==> src/rtl/i2c_bus_monitor.sv <==
module i2c_bus_monitor #(
  parameter int FILT_LEN = 4
) (
  input  logic       clk,
  input  logic       rst_n,
  input  logic       scl_i,
  input  logic       sda_i,
  output logic       trig_o,
  output logic       rec_valid_o,
  input  logic       rec_ready_i,
  output logic [1:0] rec_kind_o,
  output logic [7:0] rec_data_o,
  output logic       rec_ack_o,
  output logic       rec_gcall_o,
  output logic       rec_hdr10_o,
  output logic       rec_addr_vld_o,
  output logic [9:0] rec_addr_o,
  output logic       overflow_o
);
  localparam int CNT_W = (FILT_LEN > 1) ? $clog2(FILT_LEN) : 1;
  localparam logic [CNT_W-1:0] CNT_MAX = CNT_W'(FILT_LEN - 1);
  localparam logic [1:0] K_START = 2'd0, K_RESTART = 2'd1, K_STOP = 2'd2, K_BYTE = 2'd3;

  logic [1:0] s1, s2, flt, prv;
  logic [CNT_W-1:0] cnt [2];

  always_ff @(posedge clk or negedge rst_n) begin
    if (!rst_n) begin
      s1 <= 2'b11; s2 <= 2'b11; flt <= 2'b11; prv <= 2'b11;
      cnt[0] <= '0; cnt[1] <= '0;
    end else begin
      s1  <= {scl_i, sda_i};
      s2  <= s1;
      prv <= flt;
      for (int i = 0; i < 2; i++) begin
        if (s2[i] == flt[i]) cnt[i] <= '0;
        else if (cnt[i] == CNT_MAX) begin
          flt[i] <= s2[i];
          cnt[i] <= '0;
        end else cnt[i] <= cnt[i] + 1'b1;
      end
    end
  end

  wire f_scl = flt[1], f_sda = flt[0], p_scl = prv[1], p_sda = prv[0];
  wire cond_start = f_scl & p_scl & p_sda & ~f_sda;
  wire cond_stop  = f_scl & p_scl & ~p_sda & f_sda;
  wire scl_rise   = f_scl & ~p_scl;

  logic       busy, first, gc_pend, h10_pend;
  logic [1:0] hdr_hi;
  logic [3:0] bitcnt;
  logic [7:0] shreg;
  wire byte_done = busy & scl_rise & (bitcnt == 4'd8);
  wire is_zero   = (shreg == 8'h00);
  wire is_hdr    = (shreg[7:3] == 5'b11110);

  logic       ev, ev_ack, ev_gc, ev_h10, ev_av;
  logic [1:0] ev_kind;
  logic [7:0] ev_data;
  logic [9:0] ev_addr;

  always_comb begin
    ev = 1'b0; ev_kind = K_BYTE; ev_data = '0; ev_ack = 1'b0;
    ev_gc = 1'b0; ev_h10 = 1'b0; ev_av = 1'b0; ev_addr = '0;
    if (cond_start) begin
      ev = 1'b1;
      ev_kind = busy ? K_RESTART : K_START;
    end else if (cond_stop && busy) begin
      ev = 1'b1;
      ev_kind = K_STOP;
    end else if (byte_done) begin
      ev = 1'b1;
      ev_data = shreg;
      ev_ack = ~f_sda;
      ev_gc = first & is_zero;
      ev_h10 = first & is_hdr;
      if (!first && gc_pend && shreg[0]) begin
        ev_av = 1'b1;
        ev_addr = {3'b000, shreg[7:1]};
      end else if (!first && h10_pend) begin
        ev_av = 1'b1;
        ev_addr = {hdr_hi, shreg};
      end
    end
  end

  always_ff @(posedge clk or negedge rst_n) begin
    if (!rst_n) begin
      busy <= 1'b0; first <= 1'b0; gc_pend <= 1'b0; h10_pend <= 1'b0;
      hdr_hi <= '0; bitcnt <= '0; shreg <= '0;
    end else if (cond_start) begin
      busy <= 1'b1; first <= 1'b1; gc_pend <= 1'b0; h10_pend <= 1'b0;
      bitcnt <= '0;
    end else if (cond_stop) begin
      busy <= 1'b0; bitcnt <= '0;
    end else if (busy && scl_rise) begin
      if (bitcnt == 4'd8) begin
        bitcnt   <= '0;
        first    <= 1'b0;
        gc_pend  <= first & is_zero;
        h10_pend <= first & is_hdr;
        hdr_hi   <= shreg[2:1];
      end else begin
        shreg  <= {shreg[6:0], f_sda};
        bitcnt <= bitcnt + 4'd1;
      end
    end
  end

  always_ff @(posedge clk or negedge rst_n) begin
    if (!rst_n) begin
      trig_o <= 1'b0; rec_valid_o <= 1'b0; overflow_o <= 1'b0;
      rec_kind_o <= '0; rec_data_o <= '0; rec_ack_o <= 1'b0; rec_gcall_o <= 1'b0;
      rec_hdr10_o <= 1'b0; rec_addr_vld_o <= 1'b0; rec_addr_o <= '0;
    end else begin
      trig_o <= cond_start;
      if (rec_valid_o && rec_ready_i) rec_valid_o <= 1'b0;
      if (ev) begin
        if (!rec_valid_o || rec_ready_i) begin
          rec_valid_o    <= 1'b1;
          rec_kind_o     <= ev_kind;
          rec_data_o     <= ev_data;
          rec_ack_o      <= ev_ack;
          rec_gcall_o    <= ev_gc;
          rec_hdr10_o    <= ev_h10;
          rec_addr_vld_o <= ev_av;
          rec_addr_o     <= ev_addr;
        end else overflow_o <= 1'b1;
      end
    end
  end
endmodule

==> config.mk <==
export PLATFORM = sky130hd
export DESIGN_NAME = i2c_bus_monitor
export DESIGN_NICKNAME = d
export VERILOG_FILES = /design/src/rtl/i2c_bus_monitor.sv
export SDC_FILE = /design/constraint.sdc
export NUM_CORES = 1
export LEC_CHECK = 0
export BUFFER_PORTS_ARGS = -buffer_cell sky130_fd_sc_hd__clkbuf_2
export CAP_MARGIN = 0
export CORE_ASPECT_RATIO = 0.5
export CORE_UTILIZATION = 45
export DETAILED_ROUTE_END_ITERATION = 10
export GPL_TIMING_DRIVEN = 1
export PLACE_DENSITY_LB_ADDON = 0.25
export SLEW_MARGIN = 0
export SYNTH_ARGS = -nofsm -noshare
export SYNTH_HDL_FRONTEND = slang
export SYNTH_SLANG_ARGS = --single-unit
export TNS_END_PERCENT = 30
==> constraint.sdc <==
create_clock -name clk -period 2 [get_ports clk]
set_input_delay 0.2 -clock clk [delete_from_list [all_inputs] [get_ports clk]]
set_output_delay 0.2 -clock clk [all_outputs]
set_load 0.02 [all_outputs]
---- Word level (Yosys, flattened, before mapping) ----
Cells that the tools add are included.
operators by class
  bitwise operators ....................... 19
  shift operators ......................... 0
  equality and inequality tests ........... 7
  order comparisons ....................... 0
  add/sub/neg operators ................... 3
  muxes and demuxes ....................... 53
  divide/modulo/power cells ............... 0
  reduce and logical (&&, ||, !) cells .... 21
  multipliers ............................. 0
operators with widths
  kind                                          count
  two-way mux 10 bit                            5
  two-way mux 1 bit                             36
  two-way mux 8 bit                             3
  two-way mux 4 bit                             4
  bitwise AND 1 bit                             10
  two-way mux 2 bit                             5
  inverter 1 bit                                9
  zero test 8 bit                               1
  AND reduction 2 bit                           4
  AND reduction 4 bit                           2
  logical AND 1 bit                             6
  nonzero test 2 bit                            3
  == test 5 bit, second input constant          1
  adder 2 x 1 -> 2 bit, second input constant   2
  adder 4 x 1 -> 4 bit, second input constant   1
  == test 2 bit, second input constant          2
  == test 4 bit, second input constant          1
  AND reduction 3 bit                           1
  nonzero test 3 bit                            1
  == test 1 bit                                 2
  zero test 1 bit                               2
  inequality test 2 bit, second input constant  1
  logical OR 1 bit                              1
word-level totals
  input port bits ......................... 5
  memories ................................ 0
  ROM bits ................................ 0
  logic and storage cells ................. 127
  output and inout bits ................... 27
  latch bits .............................. 0
  bits in registers ....................... 57
  bits in writable memories ............... 0

---- Longest topological paths before layout ----
  word-level depth ........................ 8
  mapped depth ............................ 7
  mapped depth without buffers ............ 6

---- Worst setup path before layout ----
No wires, ideal clock.
  kind .................................... reg-to-reg
  from .................................... register flt[0]
  to ...................................... register rec_gcall_o
  data required time ...................... 1.875 ns
  library setup time ...................... 0.125 ns
  buffers on the path ..................... 1
  clock period less this slack ............ 1.670 ns
  data arrival time ....................... 1.545 ns
  cell stages (with the launch flop) ...... 6
  slack ................................... 0.330 ns
  cells stage by stage .................... dfstp_2 -> buf_4 -> nand4b_4 -> inv_2 -> o31ai_4 -> mux2_2
on the way
  elaborated cells between the ends (all ways) .. 9
  those cells by class .................... 4 x mux; 3 x bitwise; 2 x reduce/logical
RTL lines
  what                                  RTL line  RTL
  start, declared                       24        logic [1:0] s1, s2, flt, prv;
  start signal, assigned by index       38        flt[i] <= s2[i];
  inverter 1 bit *                      46        wire cond_start = f_scl & p_scl & p_sda & ~f_sda;
  bitwise AND 1 bit *                   46
  via cond_start                        46
  two-way mux 1 bit                     66        if (cond_start) begin
  AND reduction 2 bit (no source line)  -
  end signal, assigned                  125       rec_gcall_o <= ev_gc;
  end, declared                         14        output logic rec_gcall_o,
Mark *: on every way through the listed nets, which the timed path passes. The rest lies on a longest branch.
A chain may end at the register's enable or synchronous reset.

---- Worst setup path after layout ----
  from .................................... register bitcnt[0]
  to ...................................... register rec_gcall_o
on the way
  word-level cells in the longest chain between the ends .. 6
  elaborated cells between the ends (all ways) .. 9
  those cells by class .................... 1 x eq/ne; 6 x mux; 1 x bitwise; 1 x reduce/logical
RTL lines
  what                                  RTL line  RTL
  start, declared                       52        logic [3:0] bitcnt;
  start signal, assigned                106       bitcnt <= bitcnt + 4'd1;
  == test 4 bit *                       54        wire byte_done = busy & scl_rise & (bitcnt == 4'd8);
  bitwise AND 1 bit *                   54
  two-way mux 1 bit                     72        end else if (byte_done) begin
  two-way mux 1 bit                     69        end else if (cond_stop && busy) begin
  two-way mux 1 bit                     66
  AND reduction 2 bit (no source line)  -
Every way passes the cells marked *; elsewhere a longest branch is shown, timed or not.

==> results.md <==
- Status: finished, final reports clean
- Ys Warns: 0
- Dpl cells: 306
- Post-synthesis async set-or-reset flop share: 100.0%
- Reg2reg start: bitcnt[0]$_DFFE_PN0P_
- Placer congestion estimate: 0.7724
- NumNets Final: 259
- Achievable Freq: 554.7 MHz
- Worst-path clk slew: 0.05 ns
- Syn Area/Cell: 11.87 um2
- Register area: 1436 um2
- CTS resizes: 0
- Combinational power share: 27.8%
- CTS tree: yes
- Final clock skew: 0.007315 ns
- Initial antenna violation count: 0
- CP top delay family: simple AND/OR/NAND/NOR gates
- Ant diodes: 0
- Clock network power share: 30.9%
- Drt total wl: 4.974 mm
- Core Area: 5180 um2
- DR WL/cell: 15.30 um
- Synth top area cells: dfrtp_1 48%, dfstp_2 8.3%, mux2_2 5.8%
- Syn-to-layout area delta: 20.89%
- Vias in the first global route: 1669
- Final Slew Violations: 0
- Register share of total power: 41.2%
- Worst r2r path cells: 6
- CP max stage cell: or2_1
- DRC Markers: 0
- Max VDD drop: 695.0 uV
- DR vias/cell: 5.385
- Commonest cells post-synth: 49 x dfrtp_1, 18 x a21o_1, 14 x and3_1, 14 x nand2_1, 13 x mux2_2
- Final min period: 1.803 ns
- Synth Instances: 214
- Global-route wire length before repair: 8.293 mm
- Vias: 1750
- Num CTS Buffers: 9
- RSZ-0062 raised after global routing: false
- Worst EP arrival: 2.01 ns
- Final HPWL DP: 3.407 mm
- Count leader, synth: dfrtp_1
- Slew headroom: 56.39%
- Crit path cell chain: inv_1, ha_1, nand3b_1, or2_1, nor2_1, mux2_2
- Seq cells post-synth: 57
- Least-Margin Pin Slew: 0.6528 ns
- FILL cells: 441
- Die span in x: 108.2 um
- ANT nets after route: 0
- Worst EP required: 2.21 ns
- Clock buffer depth: 2
- Buf+Inv Stages, Crit Path: 1
- Pwr per Cell Area: 1583 nW/um2
- FF-to-FF setup slack: 0.20 ns
- Skew-Pair Late Insertion Delay: 0.33 ns
- Final count of hold timing violations: 0
- Die Height: 55.13 um
- Top cell type's share of synthesized area: 48.28%
- HP Class: in2async
- Synth unique cells: 42
- DRT iter0 DRCs: 55
- CP max stage delay: 0.43 ns
- CP Class: reg2reg
- Critical Path Source: bitcnt[0]$_DFFE_PN0P_
- R2r endpoint: rec_gcall_o$_DFFE_PN0P_
- Main flop type after synthesis: dfrtp_1
- Crit share post-route: 90.14%
- Core Rows: 18
- # IOs: 32
- Switching share of power: 34.68%
- Die ar.: 5967 um2
- Gr usage total: 19.67%
- Clock sink count: 57
- Syn nets: 223
- Footprint of the multi-input gates: 988.4 um2
- Setup-failing EPs final: 0
- Cell taking the most area after synthesis: dfrtp_1
- Initial core utilization: 49.03%
- Final Non-Filler Cells: 325
- Port Buffers: 31
- CP startpoint kind: register
- Total grt overflow: 0
- Leakage: 1.665 nW
- Number of enable flip-flop cells after synthesis: 0
- Maxcap violations: 0
- Share of cells above drive strength 1: 30.98%
- Fin Hold WS: 0.2682 ns
- Endpoint type of the worst setup path: register
- H-tree level count: 3
- Setup_tns: 0 ns
- Post-synthesis sequential area ratio: 56.55%
- Clock root cell: clkbuf_16
- Initial DRT Pass Iterations: 4
- Internal Power: 3.176 mW
- Net load switching power: 1.686 mW
- Synth Cell Area: 2540 um2
- Largest net degree at the start of global routing: 27
- Critical Path Fanout Max: 12
## state kept, by name, summed over array words and instances, names as in the netlist
name            count
rec_addr_o         10
rec_data_o          8
shreg               8
bitcnt              4
cnt                 4
flt                 2
hdr_hi              2
prv                 2
rec_kind_o          2
s1                  2
s2                  2
busy                1
first               1
gc_pend             1
h10_pend            1
overflow_o          1
rec_ack_o           1
rec_addr_vld_o      1
rec_gcall_o         1
rec_hdr10_o         1
rec_valid_o         1
trig_o              1
## cell usage in the layout, fill, tap and decap left out, types with 8 or more instances in the layout
cell,netlist,final
clkbuf_2,0,31
dfstp_2,8,8
nor4_1,9,9
mux2_2,13,13
dfrtp_1,49,49
inv_1,8,8
clkbuf_16,0,9
a21o_1,18,18
and3_1,14,14
nand2_1,14,14
## worst max-delay path by stage
| stage | to | slack, ns | cells past startpoint |
|---|---|---|---|
| global placement | rec_hdr10_o$_DFFE_PN0P_ | 0.27 | 4 |
| finish | rec_gcall_o$_DFFE_PN0P_ | 0.20 | 6 |
| CTS | rec_data_o[2]$_DFFE_PN0P_ | 0.21 | 5 |
| detailed placement | rec_gcall_o$_DFFE_PN0P_ | 0.22 | 6 |
| floorplan | rec_gcall_o$_DFFE_PN0P_ | 0.33 | 5 |
| global route | rec_addr_o[6]$_DFFE_PN0P_ | 0.05 | 6 |
## metal layers
metal | up-vias | GRT usage [%] | routed length (um)
met4 | 0 | 6.849 | 47
met3 | 4 | 9.251 | 245
met2 | 35 | 31.10 | 2278
met5 | - | 0 | 0
met1 | 872 | 24.06 | 2403
li1 | 839 | - | -
## cells by family (layout without fill, tap and decap cells)
logic type               after synthesis  in the layout  share of synthesized area [%]
flip-flops                            57             57                          56.55
adder cells (fa/ha/maj)                4              4                          1.971
XOR/XNOR                               3              3                          1.035
AO/OA/AOI/OAI                         38             38                          10.59
multiplexers                          19             19                          8.128
AND/OR/NAND/NOR                       71             71                          17.19
buffers and inverters                 22             63                          4.532
## power groups by stage
stage | registers (mW) | logic, mW | clock network, mW
after floorplan | 2.05 | 0.911 | 0
after global placement | 1.99 | 1.32 | 0
after detailed placement | 2.02 | 1.36 | 0
after CTS | 2.00 | 1.38 | 1.54
after global routing | 2.08 | 1.51 | 1.59
final | 2.00 | 1.35 | 1.50
## per-stage QoR
| step | area (um2) | utilization (%) | setup slack, ns | power (mW) |
|---|---|---|---|---|
| 3_3_place_gp | 2744 | 52.97 | 0.2664 | 3.308 |
| 2_1_floorplan | 2540 | - | 0.3303 | 2.965 |
| 3_5_place_dp | 2744 | 52.97 | 0.2242 | 3.380 |
| 5_1_grt | 3070 | 59.28 | 0.05054 | 5.179 |
| 6_report | 3070 | 59.28 | 0.1972 | 4.862 |
| 4_1_cts | 3070 | 59.28 | 0.2112 | 4.915 |
## cell type report
class / count / share of cell area (%)
multi-input combinational: 135 / 32.19
clock inverter: 6 / 1.874
sequential: 57 / 46.78
clock buffer: 10 / 7.783
timing repair buffer: 38 / 7.416
inverter: 9 / 1.100
tap: 70 / 2.852
## repair_timing
item | in CTS | in global routing
setup buffers | 0 | 0
hold buffers | 3 | 0
endpoints found under the hold margin | 9 | 0
endpoints found under the setup margin | 0 | 0
No activity file was read; power rests on OpenSTA's default activity.
